==> config.mk <==
export PLATFORM = sky130hd
export DESIGN_NAME = rom_check_seq
export DESIGN_NICKNAME = d
export VERILOG_FILES = /design/src/rtl/rcs_pkg.sv /design/src/rtl/rcs_state_reg.sv /design/src/rtl/rcs_next.sv /design/src/rtl/rcs_stream.sv /design/src/rtl/rom_check_seq.sv
export SDC_FILE = /design/constraint.sdc
export NUM_CORES = 1
export LEC_CHECK = 0
export BUFFER_PORTS_ARGS = -buffer_cell sky130_fd_sc_hd__buf_2
export CAP_MARGIN = 5
export CORE_AREA = 2 2 39 41
export DETAILED_ROUTE_END_ITERATION = 6
export DIE_AREA = 0 0 41 43
export GPL_TIMING_DRIVEN = 0
export PLACE_DENSITY = 0.67
export SKIP_LAST_GASP = 1
export SYNTH_ARGS = -nofsm -noshare
export SYNTH_HDL_FRONTEND = slang
export SYNTH_SLANG_ARGS = --single-unit
==> constraint.sdc <==
create_clock -name clk_i -period 4.4 [get_ports clk_i]
set_input_delay 0.44 -clock clk_i [delete_from_list [all_inputs] [get_ports clk_i]]
set_output_delay 0.44 -clock clk_i [all_outputs]
set_load 0.05 [all_outputs]
==> src/rtl/rcs_pkg.sv <==
package rcs_pkg;
  localparam int unsigned StW = 6;

  // sparse codes, pairwise Hamming distance of two or more
  typedef enum logic [StW-1:0] {
    ST_RD_LOW  = 6'b000111,
    ST_RD_HIGH = 6'b011001,
    ST_ROM_AHD = 6'b101010,
    ST_HSH_AHD = 6'b110100,
    ST_CHECK   = 6'b111111,
    ST_DONE    = 6'b011110,
    ST_INVALID = 6'b100001
  } rcs_state_e;
endpackage

==> src/rtl/rcs_state_reg.sv <==
module rcs_state_reg
  import rcs_pkg::*;
(
  input  logic       clk_i,
  input  logic       rst_ni,
  input  rcs_state_e next_i,
  output rcs_state_e cur_o
);
  logic [StW-1:0] raw_q;

  always_ff @(posedge clk_i or negedge rst_ni) begin
    if (!rst_ni) raw_q <= ST_RD_LOW;
    else         raw_q <= next_i;
  end

  // any code outside the legal set is treated as invalid
  always_comb begin
    unique case (raw_q)
      ST_RD_LOW:  cur_o = ST_RD_LOW;
      ST_RD_HIGH: cur_o = ST_RD_HIGH;
      ST_ROM_AHD: cur_o = ST_ROM_AHD;
      ST_HSH_AHD: cur_o = ST_HSH_AHD;
      ST_CHECK:   cur_o = ST_CHECK;
      ST_DONE:    cur_o = ST_DONE;
      default:    cur_o = ST_INVALID;
    endcase
  end


  invalid_sticky_chk: assert property (@(posedge clk_i) disable iff (!rst_ni)
    cur_o == ST_INVALID |=> cur_o == ST_INVALID);
endmodule

==> src/rtl/rcs_next.sv <==
module rcs_next
  import rcs_pkg::*;
(
  input  rcs_state_e state_i,
  input  logic       cnt_last_low_i,
  input  logic       cnt_done_i,
  input  logic       hash_vld_i,
  input  logic       hash_rdy_i,
  input  logic       hash_done_i,
  input  logic       hash_err_i,
  input  logic       cmp_done_i,
  output rcs_state_e next_o,
  output logic       fsm_alert_o
);
  logic ev_cmp, ev_cnt, ev_hash, illegal;
  rcs_state_e nxt;

  always_comb begin
    ev_cmp  = cmp_done_i  && !(state_i inside {ST_CHECK, ST_DONE});
    ev_cnt  = cnt_done_i  && (state_i == ST_RD_LOW);
    ev_hash = hash_done_i && !(state_i inside {ST_RD_HIGH, ST_ROM_AHD});
    illegal = ev_cmp || ev_cnt || ev_hash;
  end

  always_comb begin
    nxt = state_i;
    unique case (state_i)
      ST_RD_LOW: begin
        if (cnt_last_low_i && hash_vld_i && hash_rdy_i) nxt = ST_RD_HIGH;
      end
      ST_RD_HIGH: begin
        unique case ({hash_done_i, cnt_done_i})
          2'b01:   nxt = ST_ROM_AHD;
          2'b10:   nxt = hash_err_i ? ST_INVALID : ST_HSH_AHD;
          2'b11:   nxt = hash_err_i ? ST_INVALID : ST_CHECK;
          default: nxt = ST_RD_HIGH;
        endcase
      end
      ST_ROM_AHD: begin
        if (hash_done_i) nxt = hash_err_i ? ST_INVALID : ST_CHECK;
      end
      ST_HSH_AHD: begin
        if (cnt_done_i) nxt = ST_CHECK;
      end
      ST_CHECK: begin
        if (cmp_done_i) nxt = ST_DONE;
      end
      ST_DONE: nxt = ST_DONE;
      default: nxt = ST_INVALID;
    endcase
    next_o = illegal ? ST_INVALID : nxt;
  end

  assign fsm_alert_o = illegal || (state_i == ST_INVALID);
endmodule

==> src/rtl/rcs_stream.sv <==
module rcs_stream
  import rcs_pkg::*;
(
  input  rcs_state_e state_i,
  input  logic       cnt_rd_req_i,
  input  logic       cnt_last_low_i,
  input  logic       cnt_done_i,
  input  logic       hash_rdy_i,
  output logic       hash_vld_o,
  output logic       hash_last_o,
  output logic       cnt_step_o,
  output logic       dig_cap_o
);
  logic low_ph, top_ph;

  always_comb begin
    low_ph      = (state_i == ST_RD_LOW);
    top_ph      = state_i inside {ST_RD_HIGH, ST_HSH_AHD};
    hash_vld_o  = low_ph && cnt_rd_req_i;
    hash_last_o = hash_vld_o && cnt_last_low_i;
    // low phase: step on transfer; elsewhere ready or top-word walk
    cnt_step_o  = low_ph ? (hash_vld_o && hash_rdy_i) : (hash_rdy_i || top_ph);
    dig_cap_o   = top_ph && !cnt_done_i;
  end
endmodule

==> src/rtl/rom_check_seq.sv <==
module rom_check_seq
  import rcs_pkg::*;
(
  input  logic clk_i,
  input  logic rst_ni,
  input  logic cnt_rd_req_i,
  input  logic cnt_last_low_i,
  input  logic cnt_done_i,
  output logic cnt_step_o,
  output logic dig_cap_o,
  output logic hash_vld_o,
  output logic hash_last_o,
  input  logic hash_rdy_i,
  input  logic hash_done_i,
  input  logic hash_err_i,
  output logic cmp_start_o,
  input  logic cmp_done_i,
  input  logic cmp_alert_i,
  input  logic cnt_glitch_i,
  output logic done_o,
  output logic alert_o
);
  rcs_state_e state_q, state_d;
  logic       fsm_alert;

  rcs_state_reg u_reg (
    .clk_i  (clk_i),
    .rst_ni (rst_ni),
    .next_i (state_d),
    .cur_o  (state_q)
  );

  rcs_stream u_stream (
    .state_i        (state_q),
    .cnt_rd_req_i   (cnt_rd_req_i),
    .cnt_last_low_i (cnt_last_low_i),
    .cnt_done_i     (cnt_done_i),
    .hash_rdy_i     (hash_rdy_i),
    .hash_vld_o     (hash_vld_o),
    .hash_last_o    (hash_last_o),
    .cnt_step_o     (cnt_step_o),
    .dig_cap_o      (dig_cap_o)
  );

  rcs_next u_next (
    .state_i        (state_q),
    .cnt_last_low_i (cnt_last_low_i),
    .cnt_done_i     (cnt_done_i),
    .hash_vld_i     (hash_vld_o),
    .hash_rdy_i     (hash_rdy_i),
    .hash_done_i    (hash_done_i),
    .hash_err_i     (hash_err_i),
    .cmp_done_i     (cmp_done_i),
    .next_o         (state_d),
    .fsm_alert_o    (fsm_alert)
  );

  assign cmp_start_o = (state_d == ST_CHECK) && (state_q != ST_CHECK);
  assign done_o      = (state_q == ST_DONE);
  assign alert_o     = fsm_alert || cmp_alert_i || cnt_glitch_i;


  low_exit_chk: assert property (@(posedge clk_i) disable iff (!rst_ni)
    (state_q == ST_RD_LOW && state_d == ST_RD_HIGH) |-> (hash_vld_o && hash_rdy_i && cnt_last_low_i));

  start_pulse_chk: assert property (@(posedge clk_i) disable iff (!rst_ni)
    cmp_start_o |=> !cmp_start_o);

  done_hold_chk: assert property (@(posedge clk_i) disable iff (!rst_ni)
    done_o |=> (done_o || alert_o));

  invalid_alert_chk: assert property (@(posedge clk_i) disable iff (!rst_ni)
    (state_q == ST_INVALID) |-> alert_o);
endmodule

==> results_dict.tcl <==
set metrics [dict create \
    relSlewSlack_pct 68.4 \
    ys_ff_latch 6 \
    syn_inst 64 \
    grt-ovfl-total 0 \
    cellPowerDensity_nw_per_um2 177 \
    final_nets 98 \
    worst_skew_pair.late_latency_ns 0.24 \
    grt_max_degree 9 \
    met1_usage_pct 19.6 \
    period_needed_ns 2.89 \
    syn_to_final_growth_pct 25.7 \
    rsz0062_at_grt "false" \
    gp_congestion 0.716 \
    cp_max_fo 8 \
    largest_reg_flops 6 \
    final_cells 102 \
    seq_power_share_pct 45.5 \
    p_leak_uw 0.000306 \
    tritoncts "yes" \
    critPathArrivalTime_ns 2.45 \
    fin_util_pct 49.9 \
    clkSinkCount 6 \
    drc 0 \
    wl_per_cell_um 12.1 \
    finClkSkew_ns 0.00767 \
    yosysUniqueCellTypes 30 \
    critPathKind "reg2out" \
    top_register "u_reg.raw_q" \
    syn_area_per_cell_um2 8.58 \
    grt_use_met2_pct 24.7 \
    grt.busiest_layer "met2" \
    core_area_um2 1380 \
    die_w_um 41 \
    initial_core_util_pct 39.7 \
    wirelength_um 1230 \
    drtPass1Iterations 4 \
    grt_usage_pct 15.5 \
    n_antenna_cell 0 \
    tns_ns 0 \
    pwr-share-comb_pct 11.3 \
    cts_root_buffer "clkbuf_4" \
    port_buffers 17 \
    finalSetupViolCount 0 \
    dp_cells 97 \
    grt_use_met3_pct 3.14 \
    antenna_found_initial 0 \
    drt_iter0_drc 16 \
    fin_crit_sh_pct 65.8 \
    start_kind "register" \
    syn_nets 75 \
    cp-end-kind "output pin" \
    seq_area_frac_synth_pct 28.0 \
    fp.dieH_um 43 \
    vias_per_cell 5.51 \
    cts_resized 0 \
    ant_nets 0 \
    drive_above_1_share_pct 33.7 \
    ctsLongestPathBuffers 2 \
    finalHoldViolCount 0 \
    ios 18 \
    die_area_um2 1760 \
    reg_top3 "u_reg.raw_q (6)" \
    dp_hpwl_um 994 \
    status "complete, no violations" \
    h-tree-depth 1 \
    p_int_uw 95.7 \
    syn_area_um2 549 \
    vias 562 \
    grt_pass1_vias 466 \
    ys_warn_count 0 \
    cp_data_required_time_ns 3.96 \
    swShare_pct 21.6 \
    timing.final.max_slew_violations 0 \
    cts_buffers 3 \
    maxCapViolCount 0 \
    p_switching_uw 26.4 \
    fmax_ghz 0.346 \
    hold_class "in2reg" \
    grt_first_pass_wirelength_um 1880 \
    worstMarginPinSlew_ns 0.470 \
    clk_pin_slew_worst_paths_ns 0.05 \
    rows 14 \
    ir_drop_mv 0.146 \
    clockPowerShare_pct 43.2 \
]
==> cells in the final DEF (no fill, tap or decap) <==
master / n
buf_2: 17
nor2_1: 9
nor3_1: 7
nand2_1: 5
nand2b_1: 3
a21oi_1: 3
clkbuf_4: 3
dfstp_2: 3
dfrtp_1: 3
inv_1: 2
and3_1: 2
nand4bb_1: 2
nor3b_1: 2
or3_1: 2
o31a_1: 2
o21a_1: 2
o21ai_0: 2
nor2b_2: 1
nor4b_4: 1
nor4_2: 1
nor2b_1: 1
nand4_2: 1
a221o_1: 1
a21o_1: 1
a22o_1: 1
a221oi_4: 1
or3_2: 1
o22a_1: 1
nand4_1: 1
nand3_1: 1
o221a_1: 1
and2_1: 1
clkbuf_1: 1
dlygate4sd3_1: 1
==> metal layers <==
| metal | wire length (um) | up-vias |
|---|---|---|
| li1 | - | 291 |
| met1 | 554 | 251 |
| met2 | 609 | 20 |
| met3 | 70 | 0 |
| met4 | 0 | 0 |
| met5 | 0 | - |
==> power groups by stage <==
| stage | registers, uW | clock network, uW | logic, uW |
|---|---|---|---|
| final | 55.5 | 52.8 | 13.8 |
| after global routing | 55.4 | 60.2 | 15.2 |
| after CTS | 55.5 | 55.5 | 13.2 |
| after detailed placement | 56.2 | 0 | 13.2 |
| after global placement | 56.2 | 0 | 12.7 |
| after floorplan | 56.2 | 0 | 5.01 |
==> synth_stat cells <==
cell / count / area share (%)
a21o_1: 1 / 1.4
a221oi_4: 1 / 4.8
nor3_1: 7 / 6.4
nand4_1: 1 / 1.1
nor2_1: 9 / 6.1
a21oi_1: 3 / 2.7
a221o_1: 1 / 1.8
o22a_1: 1 / 1.6
or3_1: 2 / 2.3
o221a_1: 1 / 2.0
nor4b_4: 1 / 4.3
dfrtp_1: 3 / 14
nand2b_1: 3 / 3.4
nor2b_1: 1 / 1.1
nor3b_1: 2 / 2.7
nand4_2: 1 / 2.3
nand3_1: 1 / 0.91
nor2b_2: 1 / 1.6
dfstp_2: 3 / 14
nor4_2: 1 / 2.3
inv_1: 2 / 1.4
o21ai_0: 2 / 1.8
o21a_1: 2 / 2.7
nand4bb_1: 2 / 4.1
o31a_1: 2 / 3.2
and2_1: 1 / 1.1
a22o_1: 1 / 1.6
and3_1: 2 / 2.3
nand2_1: 5 / 3.4
or3_2: 1 / 1.4
==> cells by family after synthesis <==
kind of cell    count (synthesis)  share of synthesized area (%)
flops                           6                           28.0
compound gates                 15                           23.7
simple gates                   41                           46.9
buf+inv                         2                           1.37
==> timing repair <==
action	in CTS	in global routing
hold buffers	0	1
buffers inserted	0	0
endpoints found under the hold margin	0	2
endpoints found under the setup margin	0	0
==> worst paths after layout <==
check / from / to / slack (ns) / cells after the start
worst max-delay path: u_reg.raw_q[2] / cmp_start_o / 1.51 / 6
worst min-delay path: cmp_done_i / u_reg.raw_q[0] / 0.52 / 3
worst max register to register: u_reg.raw_q[2] / u_reg.raw_q[5] / 2.41 / 5
worst min register to register: u_reg.raw_q[0] / u_reg.raw_q[0] / 0.68 / 3
max in group asynchronous: rst_ni / u_reg.raw_q[2] / 3.63 / 2
min in group asynchronous: rst_ni / u_reg.raw_q[5] / 0.54 / 2
==> layout make-up <==
type	instances	area, um2
Fill cell	134	693
Multi-Input combinational cell	56	388
Sequential cell	6	154
Timing Repair Buffer	18	95.1
Clock buffer	4	26.3
Tap cell	16	20.0
Inverter	2	7.51
==> critical path: stages (launching register included) <==
cell and delay, ns:
dfstp_2 0.54, nand2b_1 0.13, nor4b_4 0.45, nor2_1 0.18
a221oi_4 0.42, o221a_1 0.25, buf_2 0.26
==> metrics by stage <==
stage,total power (uW),setup WS (ns),hold WS [ns],cell area (um2)
detailed placement,69.4,1.78,0.264,654
CTS,124,1.51,0.000323,681
floorplan,61.2,1.84,0.144,549
global route,131,1.33,0.536,691
global placement,68.9,1.75,0.259,654
finish,122,1.51,0.520,691
(Power assumes the default switching activity.)
